[src/rtl/owcrc_pkg.sv]
package owcrc_pkg;
  localparam int unsigned CRC_W = 8;
  localparam int unsigned LUT_N = 1 << CRC_W;
  typedef logic [CRC_W-1:0] crc_t;

  // eight LSB-first shifts of a pre-mixed value
  function automatic crc_t crc_shift_byte(crc_t idx, crc_t poly);
    crc_t r;
    r = idx;
    for (int b = 0; b < CRC_W; b++) begin
      if (r[0]) r = (r >> 1) ^ poly;
      else      r = r >> 1;
    end
    return r;
  endfunction
endpackage

[src/rtl/crc8_state.sv]
module crc8_state
  import owcrc_pkg::*;
(
  input  logic clk_i,
  input  logic rst_ni,
  input  logic clear_i,
  input  logic valid_i,
  input  crc_t nxt_i,
  output crc_t crc_o
);
  crc_t crc_q;

  always_ff @(posedge clk_i or negedge rst_ni) begin
    if (!rst_ni)      crc_q <= '0;
    else if (valid_i) crc_q <= nxt_i;
    else if (clear_i) crc_q <= '0;
  end

  assign crc_o = crc_q;

  AST_ABSORB: assert property (@(posedge clk_i) disable iff (!rst_ni)
    valid_i |=> crc_q == $past(nxt_i));
  AST_IDLE_HOLD: assert property (@(posedge clk_i) disable iff (!rst_ni)
    (!valid_i && !clear_i) |=> $stable(crc_q));
  AST_CLEAR_ONLY: assert property (@(posedge clk_i) disable iff (!rst_ni)
    (clear_i && !valid_i) |=> crc_q == '0);
endmodule

[config.mk]
export PLATFORM = sky130hd
export DESIGN_NAME = crc8_state
export DESIGN_NICKNAME = d
export VERILOG_FILES = /design/src/rtl/owcrc_pkg.sv /design/src/rtl/crc8_state.sv
export SDC_FILE = /design/constraint.sdc
export NUM_CORES = 1
export LEC_CHECK = 0
export CORE_AREA = 3 3 40 42
export CTS_CLUSTER_SIZE = 30
export DETAILED_ROUTE_END_ITERATION = 6
export DIE_AREA = 0 0 43 45
export DONT_BUFFER_PORTS = 1
export GPL_TIMING_DRIVEN = 0
export PLACE_DENSITY = 0.36
export SYNTH_ARGS = -nofsm -noshare
export SYNTH_HDL_FRONTEND = slang
export SYNTH_SLANG_ARGS = --single-unit
[constraint.sdc]
create_clock -name clk_i -period 0.8 [get_ports clk_i]
set_input_delay 0 -clock clk_i [delete_from_list [all_inputs] [get_ports clk_i]]
set_output_delay 0 -clock clk_i [all_outputs]
set_load 0.01 [all_outputs]
## Word-level counts from Yosys, hierarchy flattened

Cells that the tools add are included.
W data, S select, Z words.

- Mux-type cells: 2
- Reductions and logical operators: 1

Operators with widths:

| operator | number |
|---|---|
| $mux W8 | 2 |
| $reduce_bool A2 Y1 | 1 |

- Flip-flop bits (word level): 8
- Word-level logic and storage cells: 4

## Logic depth before layout (Yosys ltp)

Gate-level depths: netlist of run 1.

- Depth in word-level cells: 2
- Gate-level depth with buffers: 3
- Depth with buffers taken out: 2

## Worst setup path after synthesis of run 1

Ideal clock, no wire load.

- Kind: register to register
- From: reg crc_o[5] (netlist name)
- To: reg crc_q[5], in the netlist crc_o[5]
- Data arrival time: 0.583 ns
- Slack: 0.096 ns
- Stages on the path, launching flop included: 2
- Path through: dfrtp_1 -> a22o_1

RTL lines:

| item | line | source |
|---|---|---|
| end signal, assigned | crc8_state.sv:15 | `else if (valid_i) crc_q <= nxt_i;` |
| end, declared | crc8_state.sv:11 | `crc_t crc_q;` |

## Worst setup path in the final report of run 1

- From: in clear_i
- To: reg crc_q[2], in the netlist crc_o[2]

- Longest elaborated chain between the ends: 1

RTL lines:

| item | line | source |
|---|---|---|
| start, declared | crc8_state.sv:6 | `input logic clear_i,` |
| $reduce_bool A2 Y1 (no source line) | n/a |  |

No other way between the ends.
A chain may end at the register's enable or synchronous reset.

==> flow_summary.yaml, run 1 <==
pwr:
  combPwrFrac: 0.120
  total_power_mw: 0.864
  pwr-share-clk: 0.336
  peakVddDrop_uv: 558
  seqPwrFrac: 0.544
  power.density_mw_per_mm2: 1950
  switching_share: 0.225
  leakagePower_nw: 0.202
  internal_power_mw: 0.669
  p_sw_mw: 0.194
yosys:
  synth_seq_cells: 8
  synth_area_um2: 302
  synth_area_leaders: "dfrtp_1 66%, a22o_1 23%, nor2_8 6.6%"
  yosysSeqAreaShare: 0.664
  synth_nets: 30
  avgSynthCellArea_um2: 16.8
  syn_inst: 18
  yosysUniqueCellTypes: 4
  ys.warnings.count: 0
  synth_top_area_frac: 0.664
  yosys.area.top_type: "dfrtp_1"
clock_tree:
  clk_latency_ns: 0.24
  tritoncts: "yes"
  clockBufferDepth: 2
  clkSlewWorstSetupHoldPaths_ns: 0.05
  cts-root-buf: "clkbuf_4"
  htreeDepth: 1
  cts_sinks: 8
  numCtsBuffers: 3
place:
  dp_slack_ns: 0.0690
  place.gp.congestion: 0.554
  post-dp-hpwl_um: 493
  port_buffers: 0
hold_path:
  hold_class: "in2reg"
  hold_depth: 2
critical_path:
  critPathMaxFanout: 8
  setup.worst_path.class: "in2reg"
  reg2reg_from: "crc_o[5]$_DFFE_PN0P_"
  crit_end: "crc_o[2]$_DFFE_PN0P_"
  crit_path_start_kind: "primary input"
  cp_data_arrival_time_ns: 0.91
  cp-end-kind: "flip-flop"
  reg2reg_to: "crc_o[5]$_DFFE_PN0P_"
  r2r_slack_ns: 0.07
  startpoint: "clear_i"
  reg2regPathDepth: 1
  required_ns: 0.93
timing:
  fmax_mhz: 1280
  drv_slew: 0
  fin_tns_setup_ns: 0
  fin_ws_ns: 0.0217
  period_minus_slack_ns: 0.778
  finalSetupViolCount: 0
  final_hold_viol_count: 0
  fin_skew_ns: 0
  worst_pin_slew_ns: 0.365
  relSlewSlack: 0.756
  rsz0062_at_grt: "no"
  fin_crit_sh: 0.973
detailed_routing:
  vias_per_cell: 4.65
  ant_nets: 0
  first_iter_violations: 3
  wirelength_um: 672
  post_drt_wl_per_cell_um: 14.6
  first_pass_iters: 3
  route.vias.total: 214
  route.detailed.drc: 0
floorplanning:
  ios: 20
  fp.dieW_um: 43
  core_mm2: 0.00128
  die_height_um: 45
  die_area_mm2: 0.00194
  core.rowCount: 13
  start_util: 0.235
global_route:
  grt_max_degree: 10
  grt_use_total: 0.0898
  antenna_found_initial: 0
  grt_pass1_wl_um: 1130
  grt-ovfl-total: 0
  grt_pass1_vias: 232
status:
  outcome: "finished, final reports clean"
layout:
  largest_reg_flops: 8
  fin_nets: 45
  multi_input_area_um2: 90.1
  utilization: 0.345
  final_layout_size_suffix_gt1_frac: 0.161
  fillers: 130
  diodes: 0
  area_growth_pct: 46.9
  final-seq-area_um2: 200
flow_run:
  drv_cap: 0
[cell usage in the layout, fill, tap and decap left out]
master | synthesis | layout
dfrtp_1 | 8 | 8
a22o_1 | 8 | 8
clkbuf_4 | 0 | 3
buf_6 | 1 | 1
dlygate4sd3_1 | 0 | 10
nor2_8 | 1 | 1
[logic make-up (layout without fill, tap and decap cells)]
group | count (synthesis) | count (layout) | synth area share
AO/OA/AOI/OAI | 8 | 8 | 0.232
flip-flops | 8 | 8 | 0.664
AND/OR/NAND/NOR | 1 | 1 | 0.0664
buffers and inverters | 1 | 14 | 0.0373
[critical path, cell delays in order]
cell	delay, ns
dlygate4sd3_1	0.63
nor2_8	0.07
a22o_1	0.20
[metrics by stage]
step | cells | area (um^2) | hold WS [ns]
after global placement | 33 | 320 | -0.295
after CTS | 46 | 443 | 0.0496
after floorplan | 18 | 302 | -0.296
final | 46 | 443 | 0.0587
after detailed placement | 33 | 320 | -0.295
after global routing | 46 | 443 | 0.0478
[layer usage]
| layer | part of all wire | vias up | global-route usage |
|---|---|---|---|
| met5 | 0 | - | 0 |
| met4 | 0 | 0 | 0.0542 |
| met3 | 0.14 | 0 | 0.0956 |
| met2 | 0.45 | 13 | 0.108 |
| met1 | 0.41 | 104 | 0.0938 |
| li1 | - | 97 | - |
[worst min path at each step]
stage                     startpoint                    to  slack (ns)
after floorplan               rst_ni  crc_o[0]$_DFFE_PN0P_       -0.30
after global placement        rst_ni  crc_o[7]$_DFFE_PN0P_       -0.30
after detailed placement      rst_ni  crc_o[7]$_DFFE_PN0P_       -0.30
after CTS                    valid_i  crc_o[4]$_DFFE_PN0P_        0.05
after global routing         valid_i  crc_o[5]$_DFFE_PN0P_        0.05
final                        valid_i  crc_o[4]$_DFFE_PN0P_        0.06
[power groups by stage]
stage	clock network, mW	logic (mW)	registers, mW
after CTS	0.314	0.106	0.470
after detailed placement	0	0.0562	0.476
after global placement	0	0.0546	0.477
after floorplan	0	0.0477	0.470
after global routing	0.351	0.114	0.473
final	0.290	0.104	0.470
[timing repair]
action / 4_1_cts / 5_1_grt
gates resized for setup: 0 / 0
hold buffers: 10 / 0
buffers inserted: 0 / 0
hold endpoints to repair: 16 / 0
[layout make-up]
type / count / share of cell area
flip-flops and latches: 8 / 0.452
well taps: 15 / 0.0424
plain buffers: 1 / 0.0254
multi-input cells: 9 / 0.203
repair buffers: 10 / 0.226
clock buffers: 3 / 0.0508
[Yosys cell counts, drive strengths merged]
library cell / instances
buf: 1
a22o: 8
nor2: 1
dfrtp: 8
Power figures use the tool's default switching activity.
==> run 2: changes to the inputs <==
--- a/config.mk
+++ b/config.mk
@@ -5,13 +5,15 @@
 export SDC_FILE = /design/constraint.sdc
 export NUM_CORES = 1
 export LEC_CHECK = 0
+export CELL_PAD_IN_SITES_DETAIL_PLACEMENT = 1
+export CELL_PAD_IN_SITES_GLOBAL_PLACEMENT = 1
 export CORE_AREA = 3 3 40 42
 export CTS_CLUSTER_SIZE = 30
 export DETAILED_ROUTE_END_ITERATION = 6
 export DIE_AREA = 0 0 43 45
 export DONT_BUFFER_PORTS = 1
 export GPL_TIMING_DRIVEN = 0
-export PLACE_DENSITY = 0.36
+export PLACE_DENSITY = 0.44
 export SYNTH_ARGS = -nofsm -noshare
 export SYNTH_HDL_FRONTEND = slang
 export SYNTH_SLANG_ARGS = --single-unit
==> flow_summary.yaml, run 2 (same netlist as run 1, synthesis figures left out) <==
timing:
  fin_ws_ns: 0.0166
  relSlewSlack: 0.753
  fin_tns_setup_ns: 0
  finalSetupViolCount: 0
  fin_skew_ns: 0
  period_minus_slack_ns: 0.783
  whs_ns: 0.0628
  worst_pin_slew_ns: 0.370
  fmax_mhz: 1280
  drv_slew: 0
  fin_crit_sh: 0.979
  final_hold_viol_count: 0
  rsz0062_at_grt: "no"
critical_path:
  critPathMaxFanout: 8
  slowest_delay_ns: 0.64
  crit_path_start_kind: "primary input"
  setup.worst_path.class: "in2reg"
  cp_top_family: "buffers and inverters"
  cp_data_arrival_time_ns: 0.91
  path_buf_inv: 1
  critPathSlowestCell: "dlygate4sd3_1"
  crit_chain: "dlygate4sd3_1 -> nor2_8 -> a22o_1"
  r2r_slack_ns: 0.07
  cp-end-kind: "flip-flop"
  required_ns: 0.93
global_route:
  grt_pass1_wl_um: 1180
  grt_pass1_vias: 263
  grt_use_total: 0.0881
  grt-ovfl-total: 0
  antenna_found_initial: 0
  grt_max_degree: 10
place:
  placed_cells: 33
  post_dp_cell_area_um2: 320
  dp_slack_ns: 0.0728
  place.gp.congestion: 0.591
  port_buffers: 0
  post-dp-hpwl_um: 498
clock_tree:
  clk_latency_ns: 0.24
  htreeDepth: 1
  tritoncts: "yes"
  post-cts-setup-buffers: 0
  numCtsBuffers: 3
  clkSlewWorstSetupHoldPaths_ns: 0.05
  cts_sinks: 8
  clockBufferDepth: 2
  cts-root-buf: "clkbuf_4"
hold_path:
  hold_class: "in2reg"
detailed_routing:
  wirelength_um: 694
  first_pass_iters: 1
  ant_nets: 0
  route.vias.total: 216
  route.detailed.drc: 0
  vias_per_cell: 4.70
  post_drt_wl_per_cell_um: 15.1
  first_iter_violations: 0
floorplanning:
  ios: 20
  core.rowCount: 13
  fp.dieW_um: 43
  die_area_mm2: 0.00194
  core_mm2: 0.00128
  die_height_um: 45
  start_util: 0.235
pwr:
  peakVddDrop_uv: 699
  power.density_mw_per_mm2: 1960
  leakagePower_nw: 0.202
  total_power_mw: 0.866
layout:
  final_common_cell: "dlygate4sd3_1"
  layout.cells.non_filler: 46
  largest_reg_flops: 8
  diodes: 0
  fin_nets: 45
  post-route-cell-area_um2: 443
  fillers: 125
  final_layout_size_suffix_gt1_frac: 0.161
  final_cell_mix: "10 x dlygate4sd3_1, 8 x a22o_1, 8 x dfrtp_1, 3 x clkbuf_4"
  area_growth_pct: 46.9
  utilization: 0.345
flow_run:
  drv_cap: 0
status:
  outcome: "finished, final reports clean"
==> run 2: cell counts in the layout (fill, tap and decap cells not counted) <==
No cell type changed its count.
==> run 2: path summary, 6_finish.rpt <==
path	from	cells after the start	to
min in group asynchronous	rst_ni	1	crc_o[2]$_DFFE_PN0P_
max in group asynchronous	rst_ni	1	crc_o[4]$_DFFE_PN0P_
max reg2reg	crc_o[5]$_DFFE_PN0P_	1	crc_o[5]$_DFFE_PN0P_
min	valid_i	2	crc_o[5]$_DFFE_PN0P_
max	clear_i	3	crc_o[3]$_DFFE_PN0P_
min reg2reg	crc_o[0]$_DFFE_PN0P_	1	crc_o[0]$_DFFE_PN0P_
==> run 2: what timing repair did <==
item / CTS / global route
resized for setup: 0 / 0
hold endpoints to repair: 16 / 0
hold buffers: 10 / 0
setup endpoints to repair: 0 / 0
==> run 2: metal layers <==
metal | routed length (um) | GRT usage | vias to the layer above
met5 | 0 | 0 | -
met4 | 0 | 0.0723 | 0
met3 | 77 | 0.0438 | 0
met2 | 331 | 0.123 | 13
met1 | 285 | 0.101 | 105
li1 | - | - | 98
==> run 2: area by class of cell <==
| class | instances | area (um^2) | area share |
|---|---|---|---|
| sequential | 8 | 200 | 0.452 |
| clock buffer | 3 | 22.5 | 0.0508 |
| buffer | 1 | 11.3 | 0.0254 |
| tap | 15 | 18.8 | 0.0424 |
| multi-input combinational | 9 | 90.1 | 0.203 |
| timing repair buffer | 10 | 100 | 0.226 |
==> run 2: power by group <==
| part | leakage (nW) | total (mW) | internal (mW) | switching [mW] |
|---|---|---|---|---|
| logic | 0.0876 | 0.105 | 0.0640 | 0.0407 |
| clock network | 0.0138 | 0.292 | 0.171 | 0.122 |
| registers | 0.101 | 0.469 | 0.435 | 0.0345 |
| total | 0.202 | 0.866 | 0.669 | 0.197 |
==> run 3: changes to the inputs <==
--- a/config.mk
+++ b/config.mk
@@ -12,8 +12,9 @@
 export DETAILED_ROUTE_END_ITERATION = 6
 export DIE_AREA = 0 0 43 45
 export DONT_BUFFER_PORTS = 1
-export GPL_TIMING_DRIVEN = 0
-export PLACE_DENSITY = 0.44
+export GPL_TIMING_DRIVEN = 1
+export PLACE_DENSITY = 0.42
+export REMOVE_ABC_BUFFERS = 1
 export SYNTH_ARGS = -nofsm -noshare
 export SYNTH_HDL_FRONTEND = slang
 export SYNTH_SLANG_ARGS = --single-unit
==> constraint.sdc (replaced) <==
create_clock -name clk_i -period 0.9 [get_ports clk_i]
set_input_delay 0 -clock clk_i [delete_from_list [all_inputs] [get_ports clk_i]]
set_output_delay 0 -clock clk_i [all_outputs]
set_load 0.01 [all_outputs]
==> flow_summary.yaml, run 3 (same netlist as run 1, synthesis figures left out) <==
status:
  outcome: "finished, violations left"
  failed_checks: "negative hold slack"
clock_tree:
  tritoncts: "yes"
  cts_resized: 0
  clk_latency_ns: 0.25
  cts_sinks: 8
  cts_hold_buffers: 1
  numCtsBuffers: 3
  cts-root-buf: "clkbuf_4"
  clockBufferDepth: 2
  htreeDepth: 1
  clkSlewWorstSetupHoldPaths_ns: 0.05
floorplanning:
  die_height_um: 45
  die_area_mm2: 0.00194
  ios: 20
  fp.dieW_um: 43
  core_mm2: 0.00128
  core.rowCount: 13
  start_util: 0.235
timing:
  worst_pin_slew_ns: 0.377
  fin_crit_sh: 0.814
  fmax_mhz: 1370
  finalSetupViolCount: 0
  rsz0062_at_grt: "no"
  whs_ns: -0.108
  fin_ws_ns: 0.168
  period_minus_slack_ns: 0.732
  final_hold_viol_count: 8
  relSlewSlack: 0.748
  fin_tns_setup_ns: 0
  fin_skew_ns: 0
  drv_slew: 0
global_route:
  antenna_found_initial: 0
  grt_max_degree: 10
  grt_use_total: 0.0841
  grt_pass1_wl_um: 1100
  grt_pass1_vias: 213
  grt-ovfl-total: 0
detailed_routing:
  route.vias.total: 187
  ant_nets: 0
  post_drt_wl_per_cell_um: 18.3
  vias_per_cell: 5.19
  route.detailed.drc: 0
  first_iter_violations: 0
  first_pass_iters: 1
  wirelength_um: 658
critical_path:
  crit_path_start_kind: "flip-flop"
  required_ns: 1.03
  slowest_delay_ns: 0.41
  cp_top_family: "flip-flops"
  setup.worst_path.class: "reg2reg"
  cp-end-kind: "flip-flop"
  path_buf_inv: 0
  critPathMaxFanout: 2
  cp_data_arrival_time_ns: 0.87
  crit_chain: "a22o_1"
  critPathSlowestCell: "dfrtp_1"
pwr:
  leakagePower_nw: 0.159
  total_power_mw: 0.730
  peakVddDrop_uv: 634
  power.density_mw_per_mm2: 2140
layout:
  final_layout_size_suffix_gt1_frac: 0.190
  diodes: 0
  area_growth_pct: 13.3
  fin_nets: 35
  final_cell_mix: "8 x a22o_1, 8 x dfrtp_1, 3 x clkbuf_4, 1 x nor2_8, 1 x dlygate4sd3_1"
  largest_reg_flops: 8
hold_path:
  hold_class: "in2reg"
place:
  dp_slack_ns: 0.173
  port_buffers: 0
  place.gp.congestion: 0.641
flow_run:
  drv_cap: 0
## run 3: report_power, final
group	internal [mW]	switching [mW]
logic	0.0272	0.0183
registers	0.386	0.0310
clock network	0.152	0.115
## run 3: layer usage
metal,vias to the layer above,global-route usage,wire length [um]
met3,0,0.0757,92
met4,0,0.0542,0
met2,15,0.102,302
met5,-,0,0
li1,77,-,-
met1,95,0.0943,264
## run 3: cell type report
cell class | instances | area [um^2]
fill | 143 | 943
sequential | 8 | 200
multi-input combinational | 9 | 90.1
clock buffer | 3 | 22.5
tap | 15 | 18.8
timing repair buffer | 1 | 10.0
## run 3: worst paths after layout
kind / cells after the start / to / slack, ns / from
hold reg to reg: 1 / crc_o[7]$_DFFE_PN0P_ / 0.56 / crc_o[7]$_DFFE_PN0P_
max in group asynchronous: 1 / crc_o[5]$_DFFE_PN0P_ / 0.53 / rst_ni
min in group asynchronous: 1 / crc_o[1]$_DFFE_PN0P_ / 0.10 / rst_ni
setup reg to reg: 1 / crc_o[5]$_DFFE_PN0P_ / 0.17 / crc_o[5]$_DFFE_PN0P_
setup / recovery: 1 / crc_o[5]$_DFFE_PN0P_ / 0.17 / crc_o[5]$_DFFE_PN0P_
hold / removal: 1 / crc_o[3]$_DFFE_PN0P_ / -0.11 / valid_i
## run 3: metrics by stage
| step | util | hold slack (ns) | instances | cell area (um^2) |
|---|---|---|---|---|
| detailed placement | 0.241 | -0.295 | 32 | 309 |
| finish | 0.266 | -0.108 | 36 | 342 |
| global placement | 0.241 | -0.295 | 32 | 309 |
| floorplan | - | -0.296 | 17 | 290 |
| CTS | 0.266 | -0.120 | 36 | 342 |
| global route | 0.266 | -0.127 | 36 | 342 |
## run 3: what timing repair did
item | CTS | global route
endpoints found under the hold margin | 16 | 8
endpoints found under the setup margin | 0 | 0
buffers inserted | 0 | 0
